--- src/rtl/seg_port_pkg.sv ---
package seg_port_pkg;
  typedef enum logic [2:0] {
    OP_NOP      = 3'd0,
    OP_IQ_ON    = 3'd1,
    OP_IQ_OFF   = 3'd2,
    OP_SEG_ON   = 3'd3,
    OP_SEG_OFF  = 3'd4,
    OP_TEST_ON  = 3'd5,
    OP_TEST_OFF = 3'd6,
    OP_RSVD     = 3'd7
  } mode_op_e;

  // An enable of one streaming mode is refused while the other is on.
  function automatic logic op_refused(input mode_op_e op, input logic iq_on, input logic seg_on);
    return ((op == OP_IQ_ON) && seg_on) || ((op == OP_SEG_ON) && iq_on);
  endfunction

  function automatic logic is_rise(input logic now_lvl, input logic prev_lvl);
    return now_lvl & ~prev_lvl;
  endfunction
endpackage

--- src/rtl/seg_mode_ctl.sv ---
module seg_mode_ctl
  import seg_port_pkg::*;
(
  input  logic       clk,
  input  logic       rst_n,
  input  logic       cmd_valid,
  input  logic [2:0] cmd_op,
  output logic       iq_on,
  output logic       seg_on,
  output logic       test_on,
  output logic       err_flag,
  output logic       refuse_ev
);
  mode_op_e op;
  assign op        = mode_op_e'(cmd_op);
  assign refuse_ev = cmd_valid && op_refused(op, iq_on, seg_on);

  always_ff @(posedge clk) begin
    if (!rst_n) begin
      iq_on    <= 1'b0;
      seg_on   <= 1'b0;
      test_on  <= 1'b0;
      err_flag <= 1'b0;
    end else if (cmd_valid) begin
      if (refuse_ev) err_flag <= 1'b1;
      else begin
        case (op)
          OP_IQ_ON:    iq_on   <= 1'b1;
          OP_IQ_OFF:   iq_on   <= 1'b0;
          OP_SEG_ON:   seg_on  <= 1'b1;
          OP_SEG_OFF:  seg_on  <= 1'b0;
          OP_TEST_ON:  test_on <= 1'b1;
          OP_TEST_OFF: test_on <= 1'b0;
          default: ;
        endcase
      end
    end
  end

  AST_MODES_EXCLUSIVE: assert property (@(posedge clk) disable iff (!rst_n)
    !(iq_on && seg_on));
  AST_REFUSE_SETS_ERR: assert property (@(posedge clk) disable iff (!rst_n)
    refuse_ev |=> err_flag && $stable(iq_on) && $stable(seg_on));
  AST_ERR_STICKY: assert property (@(posedge clk) disable iff (!rst_n)
    err_flag |=> err_flag);
  AST_IDLE_NO_CHANGE: assert property (@(posedge clk) disable iff (!rst_n)
    !cmd_valid |=> $stable(iq_on) && $stable(seg_on) && $stable(test_on) && $stable(err_flag));
endmodule

--- src/rtl/seg_edge_capture.sv ---
module seg_edge_capture
  import seg_port_pkg::*;
#(
  parameter int ID_W        = 16,
  parameter int SYNC_STAGES = 2
) (
  input  logic            clk,
  input  logic            rst_n,
  input  logic            arm,
  input  logic            vld_async,
  input  logic [ID_W-1:0] id_in,
  output logic            vld_sync,
  output logic [ID_W-1:0] id_sync,
  output logic            rise_ev,
  output logic            strobe,
  output logic [ID_W-1:0] id_out
);
  localparam int LAST = SYNC_STAGES - 1;

  logic [SYNC_STAGES-1:0] vsh;
  logic [ID_W-1:0]        idsh [SYNC_STAGES];
  logic                   vprev;

  always_ff @(posedge clk) begin
    if (!rst_n) begin
      vsh[0]  <= 1'b0;
      idsh[0] <= '0;
    end else begin
      vsh[0]  <= vld_async;
      idsh[0] <= id_in;
    end
  end

  for (genvar g = 1; g < SYNC_STAGES; g++) begin : g_sync
    always_ff @(posedge clk) begin
      if (!rst_n) begin
        vsh[g]  <= 1'b0;
        idsh[g] <= '0;
      end else begin
        vsh[g]  <= vsh[g-1];
        idsh[g] <= idsh[g-1];
      end
    end
  end

  assign vld_sync = vsh[LAST];
  assign id_sync  = idsh[LAST];
  assign rise_ev  = is_rise(vld_sync, vprev);

  always_ff @(posedge clk) begin
    if (!rst_n) begin
      vprev  <= 1'b0;
      strobe <= 1'b0;
      id_out <= '0;
    end else begin
      vprev  <= vld_sync;
      strobe <= rise_ev && arm;
      if (rise_ev && arm) id_out <= id_sync;
    end
  end

  AST_STROBE_ONE_CYCLE: assert property (@(posedge clk) disable iff (!rst_n)
    strobe |=> !strobe);
  AST_STROBE_NEEDS_MODE: assert property (@(posedge clk) disable iff (!rst_n)
    strobe |-> $past(arm));
  AST_NO_STROBE_ON_LEVEL: assert property (@(posedge clk) disable iff (!rst_n)
    (vld_sync && vprev) |=> !strobe);
endmodule

--- src/rtl/seg_diag_mirror.sv ---
module seg_diag_mirror #(
  parameter int ID_W = 16
) (
  input  logic            clk,
  input  logic            rst_n,
  input  logic            en,
  input  logic            vld_in,
  input  logic [ID_W-1:0] id_in,
  output logic            diag_vld,
  output logic [ID_W-1:0] diag_id
);
  always_ff @(posedge clk) begin
    if (!rst_n || !en) begin
      diag_vld <= 1'b0;
      diag_id  <= '0;
    end else begin
      diag_vld <= vld_in;
      diag_id  <= id_in;
    end
  end

  AST_DIAG_QUIET_OFF: assert property (@(posedge clk) disable iff (!rst_n)
    !en |=> (!diag_vld && diag_id == '0));
endmodule

--- src/rtl/seg_select_port.sv ---
module seg_select_port #(
  parameter int ID_W        = 16,
  parameter int SYNC_STAGES = 2
) (
  input  logic            clk,
  input  logic            rst_n,
  input  logic            cmd_valid,
  input  logic [2:0]      cmd_op,
  input  logic            seg_vld,
  input  logic [ID_W-1:0] seg_id,
  output logic            iq_mode,
  output logic            seg_mode,
  output logic            test_mode,
  output logic            mode_err,
  output logic            sel_strobe,
  output logic [ID_W-1:0] sel_id,
  output logic            diag_valid,
  output logic [ID_W-1:0] diag_addr
);
  logic            refuse_ev;
  logic            rise_ev;
  logic            vld_sync;
  logic [ID_W-1:0] id_sync;

  seg_mode_ctl u_ctl (
    .clk(clk), .rst_n(rst_n), .cmd_valid(cmd_valid), .cmd_op(cmd_op),
    .iq_on(iq_mode), .seg_on(seg_mode), .test_on(test_mode),
    .err_flag(mode_err), .refuse_ev(refuse_ev)
  );

  seg_edge_capture #(.ID_W(ID_W), .SYNC_STAGES(SYNC_STAGES)) u_cap (
    .clk(clk), .rst_n(rst_n), .arm(seg_mode), .vld_async(seg_vld), .id_in(seg_id),
    .vld_sync(vld_sync), .id_sync(id_sync), .rise_ev(rise_ev),
    .strobe(sel_strobe), .id_out(sel_id)
  );

  seg_diag_mirror #(.ID_W(ID_W)) u_diag (
    .clk(clk), .rst_n(rst_n), .en(test_mode), .vld_in(vld_sync), .id_in(id_sync),
    .diag_vld(diag_valid), .diag_id(diag_addr)
  );

  AST_STROBE_FROM_EDGE: assert property (@(posedge clk) disable iff (!rst_n)
    sel_strobe |-> $past(rise_ev));
  AST_ID_HELD_BETWEEN: assert property (@(posedge clk) disable iff (!rst_n)
    !sel_strobe |-> $stable(sel_id));
endmodule

--- config.mk ---
export PLATFORM = sky130hd
export DESIGN_NAME = seg_select_port
export DESIGN_NICKNAME = d
export VERILOG_FILES = /design/src/rtl/seg_port_pkg.sv /design/src/rtl/seg_mode_ctl.sv /design/src/rtl/seg_edge_capture.sv /design/src/rtl/seg_diag_mirror.sv /design/src/rtl/seg_select_port.sv
export SDC_FILE = /design/constraint.sdc
export NUM_CORES = 1
export LEC_CHECK = 0
export BUFFER_PORTS_ARGS = -buffer_cell sky130_fd_sc_hd__buf_2
export CORE_ASPECT_RATIO = 0.75
export CORE_UTILIZATION = 35
export CTS_CLUSTER_DIAMETER = 80
export DETAILED_ROUTE_END_ITERATION = 6
export PLACE_DENSITY_LB_ADDON = 0.3
export SLEW_MARGIN = 0
export SYNTH_ARGS = -nofsm -noshare
export SYNTH_HDL_FRONTEND = slang
export SYNTH_SLANG_ARGS = --single-unit
--- constraint.sdc ---
create_clock -name clk -period 2.2 [get_ports clk]
set_input_delay 0.55 -clock clk [delete_from_list [all_inputs] [get_ports clk]]
set_output_delay 0.55 -clock clk [all_outputs]
set_load 0.02 [all_outputs]
# == Word-level counts from Yosys, hierarchy flattened ==
# Memories as Yosys holds them, arrays and structs flattened.
# Index checks and enable logic that the tools add are counted.
# totals
latchBits,0
mem_bits_rw,32
in_bits,23
regBits,41
n_memories,1
rom_bits,0
out_inout_bits,38
# classes
n_addsub,0
n_lt_le_gt_ge,0
n_eq_ne,6
multipliers,0
n_bitwise,5
shift,0
div_mod_pow,0
reduce_logical,15
n_mux,7
# memory_table
name,depth,width,read_ports,rd_ports_with_merged_regs,wr,line_no,source
u_cap.idsh,2,16,2,0,2,seg_edge_capture.sv:21,logic [ID_W-1:0] idsh [SYNC_STAGES];
# ops
op,count
2-to-1 mux 16 bit,2
equality test 3 bit (second input constant),3
AND reduction 3 bit,3
equality test 3 x 2 -> 1 bit (second input constant),2
one-hot mux 1 bit (2 select lines),3
nonzero test 2 bit,3
logical AND 1 bit,4
equality test 3 x 1 -> 1 bit (second input constant),1
logical NOT 1 bit,2
logical OR 1 bit,2
2-to-1 mux 1 bit,2
inverter 1 bit,2
OR 1 bit,2
AND reduction 2 bit,1
bitwise AND 1 bit,1

# == Logic depth before layout (Yosys ltp) ==
# Gate-level depths: netlist of run 1.
# depth
word_depth,6
mapped_depth,5
mapped_depth_nobuf,3

# == By module ==
# Synthesis of run 1 repeated with hierarchy kept, for this count alone.
# unflattened
cells_unflattened,206
area_unflattened_um2,2317.2
# modules_own_cells
mod,cells_each,area_each_um2,n_inst
seg_edge_capture,147,1644.1,1
seg_diag_mirror,36,474.2,1
seg_mode_ctl,23,198.9,1

# == Worst setup path after synthesis of run 1 ==
# OpenSTA, ideal clock, no wires.
# synth_path
kind,register to register
start,register u_ctl.seg_on
end,register u_cap.id_out[10]
synth_period_minus_slack_ns,1.173
path_buffers,2
path_slack_ns,1.027
stages_incl_launch_ff,6
required_ns,2.134
t_arrival_ns,1.108
setup_time_ns,0.066
cell_sequence,dfxtp_1 -> and3b_1 -> buf_6 -> buf_12 -> nand2_1 -> a21boi_2
# synth_between
elab_chain_cells,1
# synth_lines
element,line_no,source
from (decl),seg_mode_ctl.sv:9,"output logic seg_on,"
from (signal assigned),seg_mode_ctl.sv:21,seg_on <= 1'b0;
from (signal assigned),seg_mode_ctl.sv:30,OP_SEG_ON: seg_on <= 1'b1;
from (signal assigned),seg_mode_ctl.sv:31,OP_SEG_OFF: seg_on <= 1'b0;
logical AND 1 bit,seg_edge_capture.sv:58,if (rise_ev && arm) id_out <= id_sync;
to (signal assigned),seg_edge_capture.sv:58,
to (decl),seg_edge_capture.sv:16,output logic [ID_W-1:0] id_out
# Every way passes these cells.
# A chain may end at the register's enable or synchronous reset.

# == Final worst setup path of run 1 ==
# layout_path
start,register u_ctl.seg_on
end,output seg_mode
# layout_lines
element,line_no,source
to (decl),seg_select_port.sv:12,"output logic seg_mode,"
# No word-level cell between the ends.

==> results_dict.tcl, run 1 <==
set metrics [dict create \
    track_usage_pct 13.1 \
    areaGrowthSynthToFinish_pct 25.2 \
    start_util_pct 36.2 \
    setup_tns_ns 0 \
    dieWidth_um 95.4 \
    clockPowerShare_pct 44.3 \
    cts_root_buf "clkbuf_8" \
    vdd_drop_max_v 0.000338 \
    critPathMaxStageDelay_ns 0.47 \
    period_needed_ns 1.58 \
    clockBufferDepth 2 \
    rsz0062_at_grt "false" \
    cp-start-kind "flip-flop" \
    drv_slew 0 \
    vias 1518 \
    comb_power_share_pct 3.7 \
    yosysWarnings 0 \
    cp_top_family "flip-flops" \
    power_frac_seq_pct 52.1 \
    max_clock_freq_mhz 632 \
    cap_violations 0 \
    die-area_sq_um 6870 \
    antenna_found_initial 0 \
    holdBufCountCts 0 \
    crit_fanout 8 \
    swShare_pct 21.8 \
    setup_viol 0 \
    end_kind "primary output" \
    utilization_pct 45.4 \
    routedWlPerCell_um 11.8 \
    synth-seq-cells 73 \
    post_cts_buffers 0 \
    status "completed" \
    p_leak_nw 1.31 \
    drc 0 \
    slowest_stage "dfxtp_1" \
    drive_above_1_share_pct 34.1 \
    cts_sinks 73 \
    worstHoldPathType "in -> reg" \
    insertedDiodeCount 0 \
    p_switching_mw 0.573 \
    syn_area_per_cell_sq_um 11.1 \
    grt_pass1_vias 1328 \
    place.gp.congestion 0.769 \
    fin_nets 291 \
    viasPerCell 4.29 \
    drt-total-wl_mm 4.17 \
    syn_area_sq_um 2290 \
    insertion_delay_ns 0.35 \
    core_area_sq_um 6320 \
    cts_htree_levels 3 \
    synth_cell_type_count 26 \
    fp.dieH_um 72.0 \
    drtIter0Drc 40 \
    cts_buffers 9 \
    ys_seq_area_share_pct 63.8 \
    num_rows 25 \
    crit_type "reg -> out" \
    worst_slew_pin_slew_ns 0.693 \
    final_hold_viol_count 0 \
    place_hpwl_mm 2.78 \
    grt_pass1_wl_mm 6.51 \
    cp.required_ns 1.65 \
    path_buf_inv 1 \
    gr-total-overflow 0 \
    io-pin-count 61 \
    syn_inst 207 \
    dp_slack_ns 0.699 \
    worstPathArrival_ns 1.03 \
    cts_tree "done" \
    post_cts_resized 0 \
    layout_setup_ws_ns 0.619 \
    first_pass_iters 4 \
    finalCritPeriodShare_pct 71.9 \
    pwr_density_cell_nw_per_um2 916 \
    path_clk_slew_ns 0.08 \
    slew-limit-headroom_pct 53.8 \
    fin_skew_ns 0.00479 \
    intPower_mw 2.05 \
    port_buffers 60 \
    critical_path.cell_chain "buf_2" \
    fillers 630 \
    ant_nets 0 \
    grt_max_degree 38 \
    synth_nets 230 \
]
[per-layer routing]
layer,vias up,track usage (%),share of wire (%)
li1,793,-,-
met1,670,17.7,50
met2,45,17.0,40
met3,10,6.92,8.4
met4,0,5.97,1.7
met5,-,0,0
[cell usage in the layout, fill, tap and decap left out, drive strengths merged]
| cell type | count |
|---|---|
| a21boi | 16 |
| a21oi | 3 |
| a311oi | 1 |
| a31o | 1 |
| a31oi | 2 |
| and2 | 35 |
| and3 | 17 |
| and3b | 2 |
| buf | 62 |
| bufinv | 2 |
| clkbuf | 9 |
| clkinvlp | 2 |
| dfxtp | 73 |
| inv | 6 |
| mux2 | 1 |
| nand2 | 33 |
| nand3 | 1 |
| nand3b | 2 |
| nor2 | 1 |
| nor2b | 2 |
| nor3b | 1 |
| o21ai | 1 |
[cells by family after synthesis]
| family | synth area share, % |
|---|---|
| flops | 63.8 |
| compound gates | 9.07 |
| buf+inv | 3.88 |
| mux | 0.492 |
| simple gates | 22.7 |
[Yosys cell counts]
master | n | area share [%]
and3_1 | 17 | 4.6
o21ai_0 | 1 | 0.22
nand2_1 | 31 | 5.1
and2_1 | 35 | 9.6
nor2b_1 | 2 | 0.55
mux2_1 | 1 | 0.49
buf_2 | 1 | 0.22
buf_6 | 2 | 0.98
nor2_1 | 1 | 0.16
and3b_1 | 1 | 0.38
nand2_2 | 2 | 0.55
buf_12 | 1 | 0.87
nand3_1 | 1 | 0.22
dfxtp_1 | 73 | 64
nand3b_2 | 1 | 0.49
a31o_2 | 1 | 0.38
a21boi_0 | 6 | 2.0
a21boi_2 | 10 | 4.9
a311oi_1 | 1 | 0.38
nor3b_1 | 1 | 0.33
nand3b_1 | 1 | 0.33
a21oi_1 | 3 | 0.66
a31oi_1 | 2 | 0.55
inv_1 | 3 | 0.49
and3b_2 | 1 | 0.44
clkbuf_1 | 8 | 1.3
[cell type report]
type / instances / area, sq um / area share, %
flip-flops and latches: 73 / 1460 / 51.0
multi-input cells: 119 / 739 / 25.8
repair buffers: 62 / 328 / 11.4
clock buffers: 9 / 124 / 4.32
clock inverters: 7 / 101 / 3.54
well taps: 81 / 101 / 3.54
inverters: 3 / 11.3 / 0.393
[power by group through the flow]
stage / clock (mW) / sequential, mW / combinational, mW
detailed placement: 0 / 1.40 / 0.0978
global placement: 0 / 1.40 / 0.0961
global route: 1.26 / 1.37 / 0.108
floorplan: 0 / 1.40 / 0.0514
finish: 1.16 / 1.37 / 0.0966
CTS: 1.20 / 1.37 / 0.0982
[registers in the layout, indices dropped and copies added, names as in the netlist]
name	count
u_cap.id_out	16
u_ctl.err_flag	1
u_cap.vsh	1
u_diag.diag_vld	1
u_cap.vld_sync	1
u_ctl.seg_on	1
u_cap.idsh	32
u_cap.strobe	1
u_ctl.test_on	1
u_diag.diag_id	16
u_ctl.iq_on	1
u_cap.vprev	1
[stage by stage]
step           hold slack (ns)  area (sq um)  std cells  total power, mW
2_1_floorplan            0.412          2290        207             1.45
3_3_place_gp             0.414          2640        338             1.49
3_5_place_dp             0.418          2640        338             1.50
4_1_cts                  0.383          2870        354             2.67
5_1_grt                  0.382          2870        354             2.74
6_report                 0.401          2870        354             2.62
[worst paths after layout]
kind                    start               end  slack, ns  cells past startpoint
max              u_ctl.seg_on          seg_mode       0.62                      1
min                 seg_id[2]  u_cap.idsh[0][2]       0.40                      2
max reg2reg      u_ctl.seg_on   u_cap.id_out[6]       0.70                      3
min reg2reg  u_cap.idsh[0][5]  u_cap.idsh[1][5]       0.43                      1
No activity file was read; power rests on OpenSTA's default activity.
==> run 2: changes to the inputs <==
==> constraint.sdc (replaced) <==
create_clock -name clk -period 1.6 [get_ports clk]
set_input_delay 0.4 -clock clk [delete_from_list [all_inputs] [get_ports clk]]
set_output_delay 0.4 -clock clk [all_outputs]
set_load 0.02 [all_outputs]
==> run 2 against run 1 <==
Net effect: largest cell class unchanged; first-iteration DRC count shrank 18%; global-route usage is 0.32 points lower; cell count is 0.56% higher; the run now ends with design-rule violations left; critical path type unchanged; sequential power increased by 37%; setup slack got worse by 0.44 ns; die area unchanged; sequential share of layout area rose by 0.47 points.
==> results_dict.tcl, run 2 (same netlist as run 1, synthesis figures left out) <==
set metrics [dict create \
    status "finished, violations left" \
    violations "design-rule violations" \
    areaGrowthSynthToFinish_pct 24.0 \
    total_power_mw 3.39 \
    drtIter0Drc 33 \
    dp_slack_ns 0.346 \
    cts_htree_levels 3 \
    grt_pass1_wl_mm 6.27 \
    num_rows 25 \
    track_usage_pct 12.8 \
    final_cell_mix "dfxtp_1, buf_2, and2_1" \
    pwr_density_cell_nw_per_um2 1190 \
    first_pass_iters 6 \
    drive_above_1_share_pct 34.2 \
    crit_fanout 8 \
    worst_slew_pin_slew_ns 0.366 \
    grt_max_degree 38 \
    fp.dieH_um 72.0 \
    insertedDiodeCount 0 \
    cp-start-kind "flip-flop" \
    drt-total-wl_mm 4.05 \
    die-area_sq_um 6870 \
    critPathMaxStageDelay_ns 0.47 \
    finalCritPeriodShare_pct 89.0 \
    multi_input_area_sq_um 739 \
    end_kind "primary output" \
    holdBufCountCts 0 \
    cts_tree "done" \
    cp_top_family "flip-flops" \
    path_buf_inv 1 \
    worstPathArrival_ns 1.02 \
    critical_path.cell_chain "buf_2" \
    drv_slew 0 \
    setup_tns_ns 0 \
    dieWidth_um 95.4 \
    cts_buffers 9 \
    cp.required_ns 1.20 \
    fillers 645 \
    setup_viol 0 \
    hold_ws_ns 0.264 \
    regArea_sq_um 1460 \
    viasPerCell 4.22 \
    post_cts_resized 0 \
    insertion_delay_ns 0.34 \
    routedWlPerCell_um 11.4 \
    min_path_cells 2 \
    largest_registers "u_cap.idsh (32), u_cap.id_out (16), u_diag.diag_id (16)" \
    start_util_pct 36.2 \
    period_needed_ns 1.42 \
    place.gp.congestion 0.704 \
    port_buffers 60 \
    rsz0062_at_grt "false" \
    clockBufferDepth 2 \
    worstRegToRegCells 4 \
    cts_root_buf "clkbuf_8" \
    worstHoldPathType "in -> reg" \
    drc 2 \
    cts_sinks 73 \
    crit_type "reg -> out" \
    fin_nets 293 \
    slowest_stage "dfxtp_1" \
    worst-path-stages 1 \
    slew-limit-headroom_pct 75.4 \
    grt_pass1_vias 1351 \
    antenna_found_initial 0 \
    final_hold_viol_count 0 \
    largest_reg_flops 32 \
    final_common_cell "dfxtp_1" \
    gr-total-overflow 0 \
    layout_setup_ws_ns 0.176 \
    io-pin-count 61 \
    fin_skew_ns 0.00885 \
    largest-register "u_cap.idsh" \
    place_hpwl_mm 2.79 \
    post_cts_buffers 0 \
    vdd_drop_max_v 0.000477 \
    core_area_sq_um 6320 \
    ant_nets 0 \
    max_clock_freq_mhz 702 \
    cap_violations 0 \
    path_clk_slew_ns 0.07 \
    vias 1502 \
    p_leak_nw 1.31 \
]
-- run 2: final cells by class --
cell class	count	share of cell area [%]
clock inverter	5	1.94
clock buffer	11	4.98
timing repair buffer	64	11.6
tap	81	3.57
sequential	73	51.5
multi-input combinational	119	26.0
inverter	3	0.396
-- run 2: metal layers --
layer,GRT usage (%),routed length (um),up-vias
li1,-,-,791
met1,16.3,2000,659
met2,17.3,1670,46
met3,6.92,331,6
met4,6.47,50,0
met5,0,0,-
-- run 2: worst reg2reg max path: cells and delay by family (launching register included) --
kind                   cells  cell delay (ns)
AO/OA/AOI/OAI              1             0.15
AND/OR/NAND/NOR            2             0.26
flip-flops                 1             0.47
buffers and inverters      1             0.22
-- run 2: path summary, 6_finish.rpt --
kind,start,end,slack (ns)
max,u_ctl.seg_on,seg_mode,0.18
min,seg_id[2],u_cap.idsh[0][2],0.26
max reg2reg,u_ctl.seg_on,u_cap.id_out[3],0.42
min reg2reg,u_cap.idsh[0][6],u_cap.idsh[1][6],0.43
-- run 2: metrics by stage --
stage | utilization, % | area (sq um) | cells
after floorplan | - | 2290 | 207
after global placement | 41.8 | 2640 | 340
after detailed placement | 41.8 | 2640 | 340
after CTS | 45.0 | 2840 | 356
after global routing | 45.0 | 2840 | 356
final | 45.0 | 2840 | 356
-- run 2: power breakdown --
group          total, mW  leakage (nW)  switching [mW]  internal (mW)
combinational      0.130         0.617          0.0650         0.0645
sequential          1.88         0.596          0.0181           1.86
clock               1.38        0.0953           0.625          0.757
